===== config.mk =====
export PLATFORM = sky130hd
export DESIGN_NAME = fri32_round
export DESIGN_NICKNAME = d
export VERILOG_FILES = /design/src/rtl/fri_pkg.sv /design/src/rtl/fri_classify.sv /design/src/rtl/fri_round.sv /design/src/rtl/fri_pack.sv /design/src/rtl/fri32_round.sv
export SDC_FILE = /design/constraint.sdc
export NUM_CORES = 1
export LEC_CHECK = 0
export BUFFER_PORTS_ARGS = -buffer_cell sky130_fd_sc_hd__buf_2
export CORE_UTILIZATION = 49
export CTS_BUF_LIST = sky130_fd_sc_hd__clkbuf_16
export DETAILED_ROUTE_END_ITERATION = 8
export GPL_TIMING_DRIVEN = 0
export PLACE_DENSITY = 0.68
export SYNTH_ARGS = -nofsm -noshare
export SYNTH_HDL_FRONTEND = slang
export SYNTH_SLANG_ARGS = --single-unit

===== constraint.sdc =====
create_clock -name clk -period 13.9 [get_ports clk]
set_input_delay 2.085 -clock clk [delete_from_list [all_inputs] [get_ports clk]]
set_output_delay 2.085 -clock clk [all_outputs]
set_load 0.05 [all_outputs]

===== src/rtl/fri_pkg.sv =====
package fri_pkg;
  localparam int EXP_W    = 8;
  localparam int MAN_W    = 23;
  localparam int INT_BITS = 32;

  typedef enum logic [1:0] {
    RM_NEAR_EVEN = 2'b00,
    RM_UP        = 2'b01,
    RM_DOWN      = 2'b10,
    RM_ZERO      = 2'b11
  } rmode_e;
endpackage


===== src/rtl/fri_classify.sv =====
// Splits the operand into its category and the shift that isolates the
// integer part of the significand.
module fri_classify #(
  parameter int EXP_W    = 8,
  parameter int MAN_W    = 23,
  parameter int INT_BITS = 32,
  localparam int SIG_W   = MAN_W + 1,
  localparam int SH_W    = $clog2(SIG_W + 1)
) (
  input  logic [EXP_W-1:0] ex,
  input  logic [MAN_W-1:0] man,
  input  logic             sgn,
  output logic             is_zero,
  output logic             is_special,
  output logic             is_huge,
  output logic             is_min_int,
  output logic             is_whole,
  output logic             is_tiny,
  output logic [SIG_W-1:0] sig,
  output logic [SH_W-1:0]  sh
);
  localparam int BIAS   = 2 ** (EXP_W - 1) - 1;
  localparam int EMAX   = 2 ** EXP_W - 1;
  localparam int E_LIM  = BIAS + INT_BITS - 1;
  localparam int E_FULL = BIAS + MAN_W;

  int e;

  always_comb begin
    e          = int'(ex);
    is_special = (e == EMAX);
    is_zero    = (e == 0) && (man == '0);
    is_huge    = (e >= E_LIM) && !is_special;
    is_min_int = sgn && (e == E_LIM) && (man == '0);
    is_whole   = (e >= E_FULL) && (e < E_LIM);
    is_tiny    = !is_zero && (e < BIAS - 1);
    sig        = {(e != 0), man};
    if ((e >= BIAS - 1) && (e < E_FULL))
      sh = SH_W'(E_FULL - e);
    else
      sh = '0;
  end
endmodule


===== src/rtl/fri_round.sv =====
// Integer part, guard and sticky extraction, and the mode-driven increment.
module fri_round #(
  parameter int MAN_W  = 23,
  localparam int SIG_W = MAN_W + 1,
  localparam int SH_W  = $clog2(SIG_W + 1)
) (
  input  logic [SIG_W-1:0] sig,
  input  logic [SH_W-1:0]  sh,
  input  logic             tiny,
  input  logic             sgn,
  input  logic [1:0]       rmode,
  output logic [SIG_W-1:0] mag,
  output logic             inexact
);
  import fri_pkg::*;

  int               s;
  logic [SIG_W-1:0] ipart;
  logic [SIG_W-1:0] lowmask;
  logic             rbit;
  logic             sticky;
  logic             inc;

  always_comb begin
    s = int'(sh);
    if (tiny || s == 0) begin
      ipart   = '0;
      rbit    = 1'b0;
      sticky  = !tiny ? 1'b0 : 1'b1;
      lowmask = '0;
    end else begin
      ipart   = sig >> s;
      rbit    = |((sig >> (s - 1)) & SIG_W'(1));
      lowmask = (SIG_W'(1) << (s - 1)) - SIG_W'(1);
      sticky  = |(sig & lowmask);
    end
    inexact = rbit | sticky;
    case (rmode_e'(rmode))
      RM_NEAR_EVEN: inc = rbit & (sticky | ipart[0]);
      RM_UP:        inc = inexact & !sgn;
      RM_DOWN:      inc = inexact & sgn;
      default:      inc = 1'b0;
    endcase
    mag = ipart + SIG_W'(inc);
  end
endmodule


===== src/rtl/fri_pack.sv =====
// Renormalises a rounded magnitude back into single-precision form.
module fri_pack #(
  parameter int EXP_W  = 8,
  parameter int MAN_W  = 23,
  localparam int SIG_W = MAN_W + 1,
  localparam int W     = 1 + EXP_W + MAN_W
) (
  input  logic [SIG_W-1:0] mag,
  input  logic             sgn,
  output logic [W-1:0]     word
);
  localparam int BIAS = 2 ** (EXP_W - 1) - 1;

  int p;

  always_comb begin
    p = 0;
    for (int i = 0; i < SIG_W; i++)
      if (mag[i]) p = i;
    if (mag == '0)
      word = {sgn, {(W-1){1'b0}}};
    else
      word = {sgn, EXP_W'(BIAS + p), MAN_W'(mag << (MAN_W - p))};
  end
endmodule


===== src/rtl/fri32_round.sv =====
module fri32_round #(
  parameter int EXP_W    = fri_pkg::EXP_W,
  parameter int MAN_W    = fri_pkg::MAN_W,
  parameter int INT_BITS = fri_pkg::INT_BITS,
  localparam int W       = 1 + EXP_W + MAN_W
) (
  input  logic         clk,
  input  logic         rst,
  input  logic         in_valid,
  input  logic [W-1:0] in_op,
  input  logic [1:0]   in_rmode,
  output logic         out_valid,
  output logic [W-1:0] out_res,
  output logic         out_inexact,
  output logic         out_invalid
);
  localparam int SIG_W = MAN_W + 1;
  localparam int SH_W  = $clog2(SIG_W + 1);
  localparam int BIAS  = 2 ** (EXP_W - 1) - 1;
  localparam logic [W-1:0] MIN_INT_WORD =
    {1'b1, EXP_W'(BIAS + INT_BITS - 1), {MAN_W{1'b0}}};

  logic             sgn;
  logic [EXP_W-1:0] ex;
  logic [MAN_W-1:0] man;
  logic             is_zero, is_special, is_huge, is_min_int, is_whole, is_tiny;
  logic [SIG_W-1:0] sig;
  logic [SH_W-1:0]  sh;
  logic [SIG_W-1:0] mag;
  logic             rnd_inexact;
  logic [W-1:0]     packed_word;
  logic [W-1:0]     nxt_res;
  logic             nxt_inexact;
  logic             nxt_invalid;

  assign {sgn, ex, man} = in_op;

  fri_classify #(.EXP_W(EXP_W), .MAN_W(MAN_W), .INT_BITS(INT_BITS)) u_class (
    .ex(ex), .man(man), .sgn(sgn),
    .is_zero(is_zero), .is_special(is_special), .is_huge(is_huge),
    .is_min_int(is_min_int), .is_whole(is_whole), .is_tiny(is_tiny),
    .sig(sig), .sh(sh)
  );

  fri_round #(.MAN_W(MAN_W)) u_round (
    .sig(sig), .sh(sh), .tiny(is_tiny), .sgn(sgn), .rmode(in_rmode),
    .mag(mag), .inexact(rnd_inexact)
  );

  fri_pack #(.EXP_W(EXP_W), .MAN_W(MAN_W)) u_pack (
    .mag(mag), .sgn(sgn), .word(packed_word)
  );

  always_comb begin
    if (is_special || (is_huge && !is_min_int)) begin
      nxt_res     = MIN_INT_WORD;
      nxt_inexact = 1'b0;
      nxt_invalid = 1'b1;
    end else if (is_zero || is_whole || is_min_int) begin
      nxt_res     = in_op;
      nxt_inexact = 1'b0;
      nxt_invalid = 1'b0;
    end else begin
      nxt_res     = packed_word;
      nxt_inexact = rnd_inexact;
      nxt_invalid = 1'b0;
    end
  end

  always_ff @(posedge clk) begin
    if (rst) begin
      out_valid   <= 1'b0;
      out_res     <= '0;
      out_inexact <= 1'b0;
      out_invalid <= 1'b0;
    end else begin
      out_valid <= in_valid;
      if (in_valid) begin
        out_res     <= nxt_res;
        out_inexact <= nxt_inexact;
        out_invalid <= nxt_invalid;
      end
    end
  end
endmodule


* After elaboration in Yosys (flattened, before gate mapping)
Cells that the tools add are included.
W data, S select, Z words.
** Storage, ports and cells
- Word-level logic and storage cells :: 88
- Output and inout bits :: 35
- ROM bits :: 0
- Memories :: 0
- Latch bits :: 0
- Memory bits (writable) :: 0
- Bits in registers :: 35
** Operators by class
- Order comparisons :: 6
- Add/subtract/negate cells :: 6
- Bitwise operators :: 6
- Divide/modulo/power cells :: 0
- $mul :: 0
- Eq/ne operators :: 4
- Shift-type cells :: 4
- Muxes and demuxes :: 35
- Reduce and logical (&&, ||, !) cells :: 23
** Operators by type and width (count)
- $mux W31 :: 2
- $mux W5 :: 9
- $mux W32 :: 1
- $mux W4 :: 8
- $shl A1 B32 Y24 const A :: 1
- $shl A24 B32 Y23 :: 1
- $shr A24 B32 Y1 :: 1
- $add A24 B1 Y24 :: 1
- $and A24 B24 Y24 :: 1
- $logic_not A24 Y1 :: 1
- $mux W24 :: 1
- $reduce_or A24 Y1 :: 1
- $shr A24 B5 Y24 :: 1
- $sub A24 B2 Y24 const B :: 1
- $logic_not A23 Y1 :: 1
- $ge A8 B8 Y1 const B :: 2
- $lt A8 B8 Y1 const B :: 2
- $mux W3 :: 4
- $add A7 B5 Y8 const A :: 1
- $eq A8 B1 Y1 const B :: 1
- $eq A8 B8 Y1 const B :: 1
- $ge A8 B7 Y1 const B :: 1
- $logic_and A1 B1 Y1 :: 8
- $logic_not A8 Y1 :: 1
- 16 further kinds :: 32

* Longest topological paths before layout
Gate-level depths: netlist of the first run.
- Depth after elaboration :: 41
- Mapped depth :: 52

* By module
A second synthesis of the first run with hierarchy kept.
** Unflattened totals
- Cells, all modules :: 1049
- Area total of the unflattened synthesis :: 7547.2 µm²
** Modules (own cells, without submodules)
- fri_round :: times used 1, area each 3503.4 µm², cells each 474
- fri32_round :: times used 1, area each 1796.7 µm², cells each 222
- fri_pack :: times used 1, area each 1742.9 µm², cells each 281
- fri_classify :: times used 1, area each 504.2 µm², cells each 72

* Worst setup path after synthesis of the first run
OpenSTA, ideal clock, no wires.
- Kind :: input port to flip-flop
- Start :: input port in_op[23]
- End :: register out_res[21]
- Slack :: 965 ps
- Arrival time :: 12819 ps
- Setup time :: 116 ps
- Cell stages on the path :: 50
- Cells stage by stage :: buf_4 > clkinv_1 > clkbuf_1 > ha_1 > or3_1 > o211a_1 > nand2_1 > clkbuf_1 > clkbuf_1 > or2_2 > clkbuf_1 > nor2_1 > nand4_1 > ha_1 > o31ai_1 > a2111oi_0 > nor2b_1 > nand3_1 > (+14 left out) > or3_1 > buf_4 > nor4_2 > mux2_2 > or3_1 > or3_1 > buf_6 > clkinv_2 > and2_4 > buf_8 > ha_1 > clkbuf_1 > clkbuf_1 > clkbuf_1 > o31ai_1 > a211oi_1 > o21ai_0 > a41o_1
** Between the ends
- Longest elaborated chain between the ends :: 41
- Elaborated cells between the ends (all ways) :: 75
** Ends and longest elaborated chain
- start, declared :: line fri32_round.sv:10 : input logic [W-1:0] in_op,
- $ge A8 B7 Y1 or $lt A8 B8 Y1 (tied branches) :: line fri_classify.sv:38 : if ((e >= BIAS - 1) && (e < E_FULL))
- $logic_and A1 B1 Y1 :: line fri_classify.sv:38
- $mux W5 :: line fri_classify.sv:38
- $sub A5 B1 Y6 :: line fri_round.sv:33, fri_round.sv:34
- $shl A1 B32 Y24 :: line fri_round.sv:34 : lowmask = (SIG_W'(1) << (s - 1)) - SIG_W'(1);
- $sub A24 B2 Y24 :: line fri_round.sv:34
- $and A24 B24 Y24 :: line fri_round.sv:35 : sticky = |(sig & lowmask);
- $reduce_or A24 Y1 :: line fri_round.sv:35
- (+8 left out)
- $mux W3 (4 in a row) :: line fri_pack.sv:19 : if (mag[i]) p = i;
- $mux W4 (8 in a row) :: line fri_pack.sv:19
- $mux W5 (8 in a row) :: line fri_pack.sv:19
- $sub A5 B5 Y6 :: line fri_pack.sv:23 : word = {sgn, EXP_W'(BIAS + p), MAN_W'(mag << (MAN_W - p))};
- $shl A24 B32 Y23 :: line fri_pack.sv:23
- $mux W31 :: line fri_pack.sv:20 : if (mag == '0)
- $mux W31 :: line fri32_round.sv:59 : end else if (is_zero || is_whole || is_min_int) begin
- $mux W32 (*) :: line fri32_round.sv:55 : if (is_special || (is_huge && !is_min_int)) begin
- end signal, assigned :: line fri32_round.sv:79 : out_res <= nxt_res;
- end, declared :: line fri32_round.sv:13 : output logic [W-1:0] out_res,
Every way passes the cells marked *; elsewhere a longest branch is shown, timed or not.
A chain may end at the register's enable or synchronous reset.

* Worst setup path in the final report of the first run
- Start :: input port in_op[23]
- End :: register out_res[16]
The elaborated chain is that of the path after synthesis.

==> impl_summary.log, run 1 <==
INFO  metric run_status = completed
INFO  metric antenna_found_initial = 1
INFO  metric wl_per_cell = around 27 microns
INFO  metric timing.final.hold_violations = 0
INFO  metric grt_start_max_net_pins = 12
INFO  metric finalWorstPathRequiredPeriod = 13560 ps
INFO  metric final_util = 0.551
INFO  metric die_h = ~130 microns
INFO  metric nets = 1303
INFO  metric timing.critical_path.arrival = 13740 ps
INFO  metric netSwitchingFraction = 0.562
INFO  metric filler_cell_count = about 1.6k
INFO  metric yosysWarningCount = 0
INFO  metric grt_overflow = 0
INFO  metric count_of_unresolved_drc_violations_after_routing = 0
INFO  metric synth_top_cells_by_area = sky130_fd_sc_hd__dfxtp_1, sky130_fd_sc_hd__nor2_1, sky130_fd_sc_hd__nand2_1
INFO  metric cts.clk_slew.worst_paths = 60 ps
INFO  metric synthesis.nets = 1235
INFO  metric crit_type = input pin to register
INFO  metric post-dp-hpwl = 30.6 mm
INFO  metric cts-buffers-inserted = 5
INFO  metric num_rows = 46
INFO  metric synth_top_area_frac = 0.0887
INFO  metric ports_placed_on_the_boundary = 72
INFO  metric critical_path.slowest_cell = sky130_fd_sc_hd__a211oi_1
INFO  metric finalSetupViolations = 0
INFO  metric totalWireLength = 40.1 mm
INFO  metric gpl.final_weighted_congestion = between 1 and 1.5
INFO  metric p_comb_frac = 0.702
INFO  metric peak_ir_drop_on_the_vdd_network = 0.0982 mV
INFO  metric power.internal = 328 uW
INFO  metric grt_pass1_wl = 59.6 mm
INFO  metric storage_cell_area = 701 sq um
INFO  metric die-width = 129 microns
INFO  metric kind_of_start_point_of_the_critical_path = input pin
INFO  metric detail_route.vias_per_cell = 7.45
INFO  metric die-area = 0.0166 sq mm
INFO  metric cts_hold_buffers = 0
INFO  metric tritoncts_clock_tree = built
INFO  metric numPlacedInstances = 1464
INFO  metric finish.cell_count_without_fillers = between 1k and 1.5k
INFO  metric fin_crit_sh = 0.975
INFO  metric port_buffers = 62
INFO  metric syn_to_final_growth = 10.4%
INFO  metric worst_ep_required_time = 14080 ps
INFO  metric multiInputGateArea = 0.00666 sq mm
INFO  metric synth_area = 0.00790 sq mm
INFO  metric max_stage_delay = 580 ps
INFO  metric fin_skew = 0 ps
INFO  metric initial_cell_density_of_the_core = 0.499
INFO  metric crit_fanout = 11
INFO  metric detailedPlace.worstSlack = -1460 ps
INFO  metric yosys.area.top_type = sky130_fd_sc_hd__dfxtp_1
INFO  metric yosysSeqAreaShare = 0.0887
INFO  metric synth_area_per_cell = 6.67 sq um
INFO  metric htree_num_levels = 2
INFO  metric maxClockFrequency = 73.8 MHz
INFO  metric netlist-cell-type-count = 101
INFO  metric final_common_cell = sky130_fd_sc_hd__nor2_1
INFO  metric clock-root-buffer = sky130_fd_sc_hd__clkbuf_16
INFO  metric synth_edf_count = 0
INFO  metric cts-root-to-sink-buffers = 2
INFO  metric crit_path_end_kind = register
INFO  metric finalWorstSetupSlack = 341 ps
INFO  metric drtIter0Drc = ~1.9k
INFO  metric drive_gt1_frac = 0.144
INFO  metric sequential_share_of_power = 0.152
INFO  metric timing_max_transition_violations_final = 0
INFO  metric max-slew-margin-rel = 0.0967
INFO  metric worst_path_most_repeated_cell = sky130_fd_sc_hd__buf_2
INFO  metric synth-seq-cells = 35
INFO  metric clk_latency = 280 ps
INFO  metric timing.hold.worst.class = register to register
INFO  metric coreArea = 0.0158 sq mm
INFO  metric ant_nets = 0
INFO  metric cap_viol_max_count = 0
INFO  metric routed-via-count = 11.0k
INFO  metric postSynthCellCount = 1185
INFO  metric clock_sink_total = 35
INFO  metric overall_track_demand_over_capacity_in_global_routing = 0.478
INFO  metric first_global_vias = 9855
INFO  metric power_switching = 420 uW
INFO  metric worstMarginPinSlew = 1340 ps
INFO  metric synth_ff_type = sky130_fd_sc_hd__dfxtp_1
INFO  metric share_of_flip_flops_with_an_asynchronous_set_or_reset = 0
INFO  metric power.leakage = between 3 and 4 nW
INFO  metric power.share.clock = 0.147
INFO  metric most-common-layout-cells = sky130_fd_sc_hd__nor2_1, sky130_fd_sc_hd__nand2_1, sky130_fd_sc_hd__buf_2, sky130_fd_sc_hd__o21ai_0, sky130_fd_sc_hd__a21oi_1
INFO  metric detail_route.first_pass.iterations = 9
INFO  metric power.density = 85.8 mW/mm^2
INFO  metric finalSetupTns = 0 ps
## sequential cells by signal, indices dropped and copies added (netlist names)
register	cells
out_invalid	1
out_inexact	1
out_res	32
out_valid	1
## per-layer routing
layer	global-route usage	vias up	share of wire
met2	0.671	1023	0.40
li1	-	4702	-
met3	0.140	220	0.14
met5	0	-	0
met4	0.269	0	0.064
met1	0.647	5009	0.39
## cells by family (layout without fill, tap and decap cells)
logic type / after synthesis / in the layout / synth area share
AOI/OAI and AO/OA: 404 / 404 / 0.366
xor gates and xnor gates: 38 / 38 / 0.0421
adders and majority gates: 13 / 13 / 0.0206
buffers and inverters: 139 / 208 / 0.0790
DFF: 35 / 35 / 0.0887
muxes: 59 / 59 / 0.0850
other: 0 / 1 / 0
and+or+nand+nor: 497 / 497 / 0.318
## cell type report
class,count,area share
antenna,1,0.000287
timing repair buffer,64,0.0369
clock inverter,3,0.00186
multi-input combinational,1011,0.763
sequential,35,0.0803
clock buffer,5,0.0143
inverter,35,0.0159
buffer,101,0.0561
tap,216,0.0310
## final timing paths
path | from | to | slack, ps | cells after the start
setup reg to reg | out_res[19] | out_res[19] | 12630 | 4
hold / removal | out_res[2] | out_res[2] | 460 | 2
hold reg to reg | out_res[2] | out_res[2] | 460 | 2
setup / recovery | in_op[23] | out_res[16] | 340 | 49
## power groups by stage
stage | registers [mW] | clock network (mW) | logic, mW
detailed placement | 0.115 | 0 | 0.490
finish | 0.114 | 0.110 | 0.525
floorplan | 0.142 | 0 | 0.318
global route | 0.114 | 0.113 | 0.547
CTS | 0.113 | 0.109 | 0.495
global placement | 0.115 | 0 | 0.491
## Yosys cell counts, types with 8 or more instances
master                     number
sky130_fd_sc_hd__o211a_1        9
sky130_fd_sc_hd__or3_1         24
sky130_fd_sc_hd__a31oi_1       14
sky130_fd_sc_hd__a211o_1        8
sky130_fd_sc_hd__o22ai_1        8
sky130_fd_sc_hd__ha_1          13
sky130_fd_sc_hd__nand2_1      115
sky130_fd_sc_hd__nand4_1       17
sky130_fd_sc_hd__buf_2         20
sky130_fd_sc_hd__mux2i_1       39
sky130_fd_sc_hd__nor2_1       120
sky130_fd_sc_hd__xor2_1        12
sky130_fd_sc_hd__xnor2_1       26
sky130_fd_sc_hd__inv_1         29
sky130_fd_sc_hd__nand3_1       57
sky130_fd_sc_hd__o21ai_0       74
sky130_fd_sc_hd__nor4_1        22
sky130_fd_sc_hd__o21ai_1        9
sky130_fd_sc_hd__or4_1          9
sky130_fd_sc_hd__clkbuf_1      63
sky130_fd_sc_hd__nor3_1        56
sky130_fd_sc_hd__and2_1        15
sky130_fd_sc_hd__o211ai_1      25
sky130_fd_sc_hd__and3_1        13
sky130_fd_sc_hd__dfxtp_1       35
sky130_fd_sc_hd__a21oi_1       65
sky130_fd_sc_hd__a22oi_1       16
sky130_fd_sc_hd__nor2b_1        8
sky130_fd_sc_hd__mux2_2        14
sky130_fd_sc_hd__a221oi_1      13
sky130_fd_sc_hd__a32oi_1        9
sky130_fd_sc_hd__a211oi_1      23
sky130_fd_sc_hd__o31ai_1       15
## what timing repair did
action | 4_1_cts | 5_1_grt
setup buffers | 0 | 1
gates resized for setup | 11 | 16
setup endpoints to repair | 23 | 25
## worst max-delay path, delay by kind of cell
family | cells | cell delay [ps]
mux | 1 | 420
buf+inv | 17 | 3200
compound gates | 12 | 3080
fa+ha+maj | 4 | 1150
simple gates | 15 | 3770
## through the flow
step	total power, mW	hold WS, ps	instance area [sq um]
3_3_place_gp	0.607	440	8480
6_report	0.748	457	8720
4_1_cts	0.717	468	8660
3_5_place_dp	0.605	451	8490
2_1_floorplan	0.460	676	7900
5_1_grt	0.773	484	8720
No activity file was read; power rests on OpenSTA's default activity.
==> run 2: changes to the inputs <==
Settings changed: PLACE_DENSITY 0.68 to 0.73.
==> impl_summary.log, run 2 (synthesized netlist as in run 1, its figures left out) <==
INFO  metric wl_per_cell = 26.9 microns
INFO  metric finalSetupViolations = 0
INFO  metric cts-root-to-sink-buffers = 2
INFO  metric clock_sink_total = 35
INFO  metric timing.critical_path.arrival = between 10000 and 15000 ps
INFO  metric max_flop_register = out_res
INFO  metric drtIter0Drc = approximately 2.1k
INFO  metric timing.hold.worst.class = register to register
INFO  metric die-area = ~0.017 sq mm
INFO  metric initial_cell_density_of_the_core = 0.499
INFO  metric die-width = roughly 130 microns
INFO  metric finalWorstSetupSlack = 383 ps
INFO  metric worst_ep_required_time = 14050 ps
INFO  metric hold_path.startpoint = out_res[12]
INFO  metric post_cts.repair.setup_buffers = 0
INFO  metric gpl.final_weighted_congestion = around 1.1
INFO  metric num_rows = 46
INFO  metric crit_type = input pin to register
INFO  metric setup_slack_reg_to_reg = roughly 13000 ps
INFO  metric detail_route.first_pass.iterations = 9
INFO  metric worst_r2r_endpoint = out_res[19]
INFO  metric fin_crit_sh = 0.972
INFO  metric ant_nets = 0
INFO  metric tritoncts_clock_tree = built
INFO  metric htree_num_levels = 2
INFO  metric syn_to_final_growth = 10.1%
INFO  metric cts-buffers-inserted = 5
INFO  metric routed-via-count = 10.9k
INFO  metric timing.final.hold_violations = 0
INFO  metric cts.clk_slew.worst_paths = 60 ps
INFO  metric min_delay_endpoint = out_res[12]
INFO  metric grt_start_max_net_pins = 12
INFO  metric grt_pass1_wl = 59.5 mm
INFO  metric maxClockFrequency = 74.0 MHz
INFO  metric overall_track_demand_over_capacity_in_global_routing = 0.474
INFO  metric port_buffers = 62
INFO  metric run_status = finished, violations left
INFO  metric final_util = 0.550
INFO  metric ports_placed_on_the_boundary = 72
INFO  metric detailedPlace.worstSlack = -1540 ps
INFO  metric worst_hold_path.num_cells = 2
INFO  metric nets = 1301
INFO  metric count_of_unresolved_drc_violations_after_routing = 1
INFO  metric number_of_flip_flops_under_the_largest_register_name = 32
INFO  metric totalWireLength = 39.4 mm
INFO  metric setup_repair_after_global_routing_missed_its_margin = no
INFO  metric grt_overflow = 0
INFO  metric max_stage_delay = 640 ps
INFO  metric clk_latency = 280 ps
INFO  metric peak_ir_drop_on_the_vdd_network = 0.107 mV
INFO  metric setup.worst_path.start = in_op[23]
INFO  metric numPlacedInstances = 1464
INFO  metric final_common_cell = sky130_fd_sc_hd__nor2_1
INFO  metric detail_route.vias_per_cell = 7.45
INFO  metric timing_max_transition_violations_final = 0
INFO  metric max-slew-margin-rel = 0.146
INFO  metric die_h = 129 microns
INFO  metric coreArea = 0.0158 sq mm
INFO  metric reg2reg_from = out_res[19]
INFO  metric n_antenna_cell = 0
INFO  metric cap_viol_max_count = 0
INFO  metric crit_path_end_kind = register
INFO  metric drive_gt1_frac = 0.143
INFO  metric rr_worst_depth = 4
INFO  metric critical_path.slowest_cell = sky130_fd_sc_hd__or4_4
INFO  metric antenna_found_initial = 0
INFO  metric finish.cell_count_without_fillers = ~1.5k
INFO  metric first_global_vias = 9870
INFO  metric finalWorstPathRequiredPeriod = 13520 ps
INFO  metric worstMarginPinSlew = between 1000 and 1500 ps
INFO  metric power.density = approximately 85 mW/mm^2
INFO  metric cts_hold_buffers = 0
INFO  metric violations_in_the_final_reports = design-rule violations
INFO  metric crit_fanout = 11
INFO  metric clock-root-buffer = sky130_fd_sc_hd__clkbuf_16
INFO  metric most-common-layout-cells = sky130_fd_sc_hd__nor2_1, sky130_fd_sc_hd__nand2_1, sky130_fd_sc_hd__buf_2, sky130_fd_sc_hd__o21ai_0, sky130_fd_sc_hd__a21oi_1
INFO  metric power.leakage = 3.17 nW
INFO  metric fin_hold_ws = 463 ps
INFO  metric power = 742 uW
INFO  metric fin_skew = 0 ps
INFO  metric post-dp-hpwl = 30.1 mm
INFO  metric kind_of_start_point_of_the_critical_path = input pin
[run 2: timing repair]
| action | 4_1_cts | 5_1_grt |
|---|---|---|
| endpoints found under the setup margin | 23 | 23 |
| gates resized for setup | 11 | 19 |
| pin swaps | 0 | 1 |
| hold endpoints to repair | 0 | 0 |
[run 2: layout make-up]
class	count	area, sq um
fillers	1597	7130
multi-input cells	1011	6640
flip-flops and latches	35	701
plain buffers	100	490
repair buffers	63	322
well taps	216	270
inverters	35	139
clock buffers	5	125
clock inverters	2	8.76
[run 2: report_power, final]
group          total [mW]  internal [mW]  switching (mW)
Combinational       0.523          0.154           0.369
Clock               0.105         0.0644          0.0408
Sequential          0.113          0.108         0.00504
[run 2: critical path: cells and delay by family]
family	cells	cell delay [ps]
buffers and inverters	17	3480
muxes	2	530
AOI/OAI and AO/OA	11	2490
and+or+nand+nor	15	3850
adders and majority gates	4	1190
[run 2: metrics by stage]
stage,setup TNS [ps],area (sq um)
after floorplan,0,7900
after global placement,-55090,8480
after detailed placement,-27260,8490
after CTS,0,8660
after global routing,0,8700
final,0,8700
[run 2: worst max path at each step]
stage,slack (ps),cells past startpoint,endpoint
finish,380,49,out_res[22]
global route,70,50,out_res[22]
CTS,60,52,out_res[22]
detailed placement,-1540,51,out_res[21]
global placement,-2500,51,out_res[21]
floorplan,960,50,out_res[21]
[run 2: layer usage]
metal  track usage  up-vias  routed length, microns
met5             0        -                       0
met4         0.239        0                    2500
met3         0.122      202                    5920
met2         0.686     1034                   15800
met1         0.645     4995                   15300
li1              -     4696                       -
